### config.mk
export PLATFORM = sky130hd
export DESIGN_NAME = slv_addr_match
export DESIGN_NICKNAME = d
export VERILOG_FILES = /design/src/rtl/sam_pkg.sv /design/src/rtl/sam_addr_cmp.sv /design/src/rtl/sam_phase_ctrl.sv /design/src/rtl/slv_addr_match.sv
export SDC_FILE = /design/constraint.sdc
export NUM_CORES = 1
export LEC_CHECK = 0
export CORE_MARGIN = 5
export CORE_UTILIZATION = 42
export CTS_BUF_LIST = sky130_fd_sc_hd__clkbuf_16
export DETAILED_ROUTE_END_ITERATION = 8
export GPL_ROUTABILITY_DRIVEN = 0
export PLACE_DENSITY = 0.8
export RECOVER_POWER = 100
export SETUP_SLACK_MARGIN = 0.15
export SYNTH_ARGS = -nofsm -noshare
export SYNTH_HDL_FRONTEND = slang
export SYNTH_SLANG_ARGS = --single-unit
### constraint.sdc
create_clock -name clk -period 3.7 [get_ports clk]
set_input_delay 1.11 -clock clk [delete_from_list [all_inputs] [get_ports clk]]
set_output_delay 1.11 -clock clk [all_outputs]
set_load 0.05 [all_outputs]
### src/rtl/sam_pkg.sv
// Shared types and constants for the slave address matcher.
// Assumes the I2C byte and the address widths are fixed by the bus protocol.
package sam_pkg;
    localparam int BYTE_W  = 8;
    localparam int OA_W    = 10;
    localparam int SHORT_W = 7;
    localparam int HI_W    = OA_W - BYTE_W;          // own-address bits carried in the 10-bit header
    localparam logic [4:0] TEN_PREFIX = 5'b11110;

    typedef enum logic [1:0] {
        PH_IDLE   = 2'd0,   // no transfer seen since STOP or reset
        PH_FIRST  = 2'd1,   // waiting for first address byte
        PH_SECOND = 2'd2,   // 10-bit: waiting for low address byte
        PH_DONE   = 2'd3    // address phase over, data bytes ignored
    } phase_e;
endpackage

### src/rtl/sam_addr_cmp.sv
// Combinational byte comparators for the address matcher.
// Assumes rx_byte is stable whenever the controller samples the results.
module sam_addr_cmp
    import sam_pkg::*;
(
    input  logic [OA_W-1:0]   own_addr,
    input  logic [BYTE_W-1:0] rx_byte,
    output logic              hit_short,
    output logic              hit_gc,
    output logic              hit_hdr,
    output logic              hit_low
);
    localparam int PFX_W = BYTE_W - HI_W - 1;

    // Compare the received byte against every address form.
    always_comb begin
        hit_short = (rx_byte[BYTE_W-1:1] == own_addr[SHORT_W-1:0]);
        hit_gc    = (rx_byte == '0);
        hit_hdr   = (rx_byte[BYTE_W-1 -: PFX_W] == TEN_PREFIX) &&
                    (rx_byte[HI_W:1] == own_addr[OA_W-1:BYTE_W]);
        hit_low   = (rx_byte == own_addr[BYTE_W-1:0]);
    end
endmodule

### src/rtl/sam_phase_ctrl.sv
// Address-phase sequencer: tracks where a transfer is in its address bytes,
// produces the match pulse, general-call flag and captured direction.
// Assumes start_evt, stop_evt and byte_strobe are single-cycle events.
module sam_phase_ctrl
    import sam_pkg::*;
(
    input  logic clk,
    input  logic rst_n,
    input  logic ten_bit_mode,
    input  logic gc_enable,
    input  logic cmp_enable,
    input  logic start_evt,
    input  logic stop_evt,
    input  logic byte_strobe,
    input  logic rx_lsb,
    input  logic hit_short,
    input  logic hit_gc,
    input  logic hit_hdr,
    input  logic hit_low,
    output logic match_pulse,
    output logic gc_flag,
    output logic dir_read
);
    phase_e phase_q;
    logic   ten_ok_q;   // full 10-bit write address matched since last STOP

    // Advance the address phase and register the match results.
    always_ff @(posedge clk) begin
        if (!rst_n) begin
            phase_q     <= PH_IDLE;
            ten_ok_q    <= 1'b0;
            match_pulse <= 1'b0;
            gc_flag     <= 1'b0;
            dir_read    <= 1'b0;
        end else begin
            match_pulse <= 1'b0;
            if (start_evt) begin
                phase_q <= PH_FIRST;
                gc_flag <= 1'b0;
            end else if (stop_evt) begin
                phase_q  <= PH_IDLE;
                ten_ok_q <= 1'b0;
            end else if (byte_strobe) begin
                case (phase_q)
                    PH_FIRST: begin
                        phase_q <= PH_DONE;
                        if (cmp_enable) begin
                            if (hit_gc && gc_enable) begin
                                match_pulse <= 1'b1;
                                gc_flag     <= 1'b1;
                                dir_read    <= 1'b0;
                            end else if (!ten_bit_mode && hit_short) begin
                                match_pulse <= 1'b1;
                                dir_read    <= rx_lsb;
                            end else if (ten_bit_mode && hit_hdr && !rx_lsb) begin
                                phase_q  <= PH_SECOND;
                                ten_ok_q <= 1'b0;
                            end else if (ten_bit_mode && hit_hdr && rx_lsb && ten_ok_q) begin
                                match_pulse <= 1'b1;
                                dir_read    <= 1'b1;
                            end
                        end
                    end
                    PH_SECOND: begin
                        phase_q <= PH_DONE;
                        if (cmp_enable && hit_low) begin
                            match_pulse <= 1'b1;
                            dir_read    <= 1'b0;
                            ten_ok_q    <= 1'b1;
                        end
                    end
                    default: ;
                endcase
            end
        end
    end


    pulse_single_chk: assert property (@(posedge clk) disable iff (!rst_n)
        match_pulse |=> !match_pulse);


    pulse_source_chk: assert property (@(posedge clk) disable iff (!rst_n)
        match_pulse |-> ($past(byte_strobe) && !$past(start_evt) && !$past(stop_evt)));


    gated_off_chk: assert property (@(posedge clk) disable iff (!rst_n)
        match_pulse |-> $past(cmp_enable));


    gc_clear_chk: assert property (@(posedge clk) disable iff (!rst_n)
        start_evt |=> !gc_flag);


    gc_rise_chk: assert property (@(posedge clk) disable iff (!rst_n)
        $rose(gc_flag) |-> (match_pulse && $past(gc_enable) && !dir_read));
endmodule

### src/rtl/slv_addr_match.sv
// I2C slave address matcher top level: gates the compare path by the
// master/multi-master configuration and wires comparators to the sequencer.
// Assumes configuration inputs change only between transfers.
module slv_addr_match
    import sam_pkg::*;
(
    input  logic              clk,
    input  logic              rst_n,
    input  logic [OA_W-1:0]   own_addr,
    input  logic              ten_bit_mode,
    input  logic              gc_enable,
    input  logic              multi_master_en,
    input  logic              is_master,
    input  logic              start_evt,
    input  logic              stop_evt,
    input  logic              byte_strobe,
    input  logic [BYTE_W-1:0] rx_byte,
    output logic              match_pulse,
    output logic              gc_flag,
    output logic              dir_read
);
    logic hit_short, hit_gc, hit_hdr, hit_low;
    logic cmp_enable;

    // Compare unit runs unless this is the only master on the bus.
    always_comb cmp_enable = multi_master_en || !is_master;

    sam_addr_cmp u_cmp (
        .own_addr  (own_addr),
        .rx_byte   (rx_byte),
        .hit_short (hit_short),
        .hit_gc    (hit_gc),
        .hit_hdr   (hit_hdr),
        .hit_low   (hit_low)
    );

    sam_phase_ctrl u_ctrl (
        .clk          (clk),
        .rst_n        (rst_n),
        .ten_bit_mode (ten_bit_mode),
        .gc_enable    (gc_enable),
        .cmp_enable   (cmp_enable),
        .start_evt    (start_evt),
        .stop_evt     (stop_evt),
        .byte_strobe  (byte_strobe),
        .rx_lsb       (rx_byte[0]),
        .hit_short    (hit_short),
        .hit_gc       (hit_gc),
        .hit_hdr      (hit_hdr),
        .hit_low      (hit_low),
        .match_pulse  (match_pulse),
        .gc_flag      (gc_flag),
        .dir_read     (dir_read)
    );


    gc_gated_chk: assert property (@(posedge clk) disable iff (!rst_n)
        (!multi_master_en && is_master && $past(!multi_master_en && is_master) && !gc_flag)
            |=> !gc_flag);
endmodule

==> key figures <==
Status
  – Status: complete, no violations

Setup path
  – Reg-to-reg endpoint: u_ctrl.dir_read
  – Worst Setup Start Kind: input port
  – Max FO, Critical Path: 4
  – Req. time, crit path: 3.81 ns
  – CP arrival: 2.96 ns
  – Worst R2R Start: u_ctrl.phase_q[0]
  – Crit Path Class: input port to register
  – Worst setup EP type: register
  – Register-to-register setup slack: 2.10 ns
  – FF-to-FF path depth: 6

Drt
  – Total wire length: 1860 µm
  – ANT nets after route: 0
  – Iteration count of the initial detailed-routing pass: 4
  – DRC violation count after routing: 0
  – Vias per cell: 5.59
  – DRT iter0 DRCs: 21
  – Via count: 682
  – Post-detailed-route wirelength per cell: about 15 µm

Finish
  – Layout cells sized above 1: ~7.5%
  – Area grow syn2layout: 61.8%
  – Nets@finish: 138
  – Final cell count without fillers: ~120
  – Antenna Cells: 0

Synthesis
  – Mapped Avg Cell Area: around 8.2 µm²
  – Post-synth ARST share: 0%
  – Mapped cell area: 613 µm²
  – #FFs+latches synth: 6
  – Most frequent cell after synthesis: xor2_1
  – Cells after Synth: 75
  – Synth area leader: xor2_1
  – Top cell type's share of synthesized area: 20.0%
  – Warnings from Yosys: 0
  – Synth cell types: 29
  – Ys flop type: dfxtp_1
  – Sequential area share after synthesis: 19.6%
  – Syn nets: about 100
  – Synth top cells by count: 14 x xor2_1, 6 x dfxtp_1, 6 x inv_1
  – Ranking of synthesized cells by area: xor2_1 20%, dfxtp_1 20%, nor4_1 5.1%, xnor2_1 4.3%, ha_1 4.1%
  – Number of synthesized flops with an enable pin: 0

CTS
  – Post-cts sizing count: 0
  – Clock Tree Root: clkbuf_16
  – Max clock buf depth: 2
  – Post-CTS setup buffers: 0
  – Total CTS buffers: 3
  – Htree depth: 1
  – Clk_lat worst skew: 0.23 ns
  – # hold bufs at CTS: 0
  – Clock tree sinks: 6
  – CTS tree: built
  – Worst-path clk slew: 0.03 ns

Die
  – Die height: around 48 µm
  – Rows: 13
  – Starting Density: around 46%
  – Area of the core region: 0.00133 mm²
  – Chip width: 48.2 µm
  – Die ar.: 0.00232 mm²
  – I/O pin total: 30

STA
  – Skew final: about 0.0017 ns
  – Final Hold Fails: 0
  – Fin crit period: 2.85 ns
  – Setup TNS: 0 ns
  – Peak Freq: 0.351 GHz
  – Slew HR: 66.4%
  – Final setup violation count: 0
  – Pins Over Slew Limit: 0
  – Worst-Margin Slew: 0.502 ns
  – RSZ-0062 raised after global routing: false
  – Final Cycle Share: 76.9%

Place
  – Dpl hpwl: between 1500 and 2000 µm
  – PortBufs: 29
  – Cell total after placement: 119

GRT
  – Largest net degree at the start of global routing: 8
  – First-pass GRT wire length: 2910 µm
  – Vias in the first global route: 666
  – Overall routing resource usage: 17.9%
  – Initial antenna violation count: 0
  – Grt ovf: 0

Worst hold path
  – Worst min path class: register to register
  – Hold Path End: u_ctrl.gc_flag
  – Hold path depth: 2
  – Hold path start: u_ctrl.gc_flag

Pwr
  – Leak Pwr: 0.000394 µW
  – VDD IR-drop max: 432 µV
  – P per Cell Area: 312 mW/mm²

Flow run
  – Max_cap viols: 0
## registers in the layout, indices dropped and copies added (netlist names)
signal and flops:
u_ctrl.dir_read 1, u_ctrl.phase_q 2, u_ctrl.match_pulse 1, u_ctrl.gc_flag 1, u_ctrl.ten_ok_q 1
## cell type report
cell class | instances | area, µm²
Multi-Input combinational cell | 63 | 465
Timing Repair Buffer | 29 | 290
Fill cell | 103 | 342
Inverter | 6 | 22.5
Sequential cell | 6 | 120
Tap cell | 15 | 18.8
Clock buffer | 3 | 75.1
## metal layers
| metal | share of wire, % | track usage [%] | routed length [µm] | vias up |
|---|---|---|---|---|
| met1 | 42 | 22.5 | 783 | 325 |
| met3 | 6.4 | 7.75 | 118 | 0 |
| met5 | 0 | 0 | 0 | - |
| li1 | - | - | - | 337 |
| met4 | 0 | 2.69 | 0 | 0 |
| met2 | 52 | 28.9 | 957 | 20 |
## worst max-delay path: stages
cell           delay (ns)
dlygate4sd3_1        0.65
xnor2_1              0.25
nand4_2              0.15
o32ai_1              0.29
a21oi_1              0.12
o31a_1               0.28
o21a_1               0.10
## kinds of logic (layout without fill, tap and decap cells)
kind of cell,Yosys count,after routing,share of synthesized area [%]
AO/OA/AOI/OAI,12,12,15.1
XOR/XNOR,17,17,24.3
adder cells (fa/ha/maj),2,2,4.08
buffers and inverters,6,38,3.67
flip-flops,6,6,19.6
multiplexers,1,1,1.63
AND/OR/NAND/NOR,31,31,31.6
## stage by stage
step / power (µW) / hold slack, ns / worst slack [ns] / instance area [µm²] / util [%]
final: 310 / 0.463 / 0.854 / 992 / 74.4
after global routing: 326 / 0.495 / 0.704 / 992 / 74.4
after CTS: 313 / 0.474 / 0.925 / 997 / 74.8
after detailed placement: 140 / 0.466 / 0.698 / 922 / 69.1
after global placement: 138 / 0.450 / 0.800 / 922 / 69.1
after floorplan: 95.7 / 0.440 / 1.45 / 613 / -
## power by group
| group | switching (µW) | internal [µW] | total, µW | leakage, µW |
|---|---|---|---|---|
| sequential | 0.812 | 66.4 | 67.2 | 0.0000487 |
| combinational | 32.0 | 39.6 | 71.6 | 0.000308 |
| clock | 32.7 | 138 | 171 | 0.0000370 |
## placed cells by master (no fill, tap or decap), drive strengths merged
cell and instances:
clkdlybuf4s50 24, xor2 14, inv 6, dfxtp 6, nor4 6, nand2 5, nor2 5, dlygate4sd3 5
nor3 3, nand2b 3, xnor2 3, a21oi 3, clkbuf 3, nand3 3, o21a 2, ha 2
nand4 2, nor4b 1, o2111ai 1, and4 1, or3 1, o221ai 1, mux2i 1, a211oi 1
a31oi 1, or2 1, o32ai 1, o31a 1, o21bai 1
## how the worst max path moves through the flow
stage	startpoint	end	slack (ns)	cells after the start
detailed placement	rx_byte[2]	u_ctrl.ten_ok_q	0.70	7
finish	rx_byte[2]	u_ctrl.ten_ok_q	0.85	7
floorplan	rx_byte[7]	u_ctrl.ten_ok_q	1.45	6
global placement	rx_byte[1]	u_ctrl.dir_read	0.80	7
CTS	rx_byte[2]	u_ctrl.ten_ok_q	0.92	7
global route	rx_byte[2]	u_ctrl.ten_ok_q	0.70	7
(Power assumes the default switching activity.)
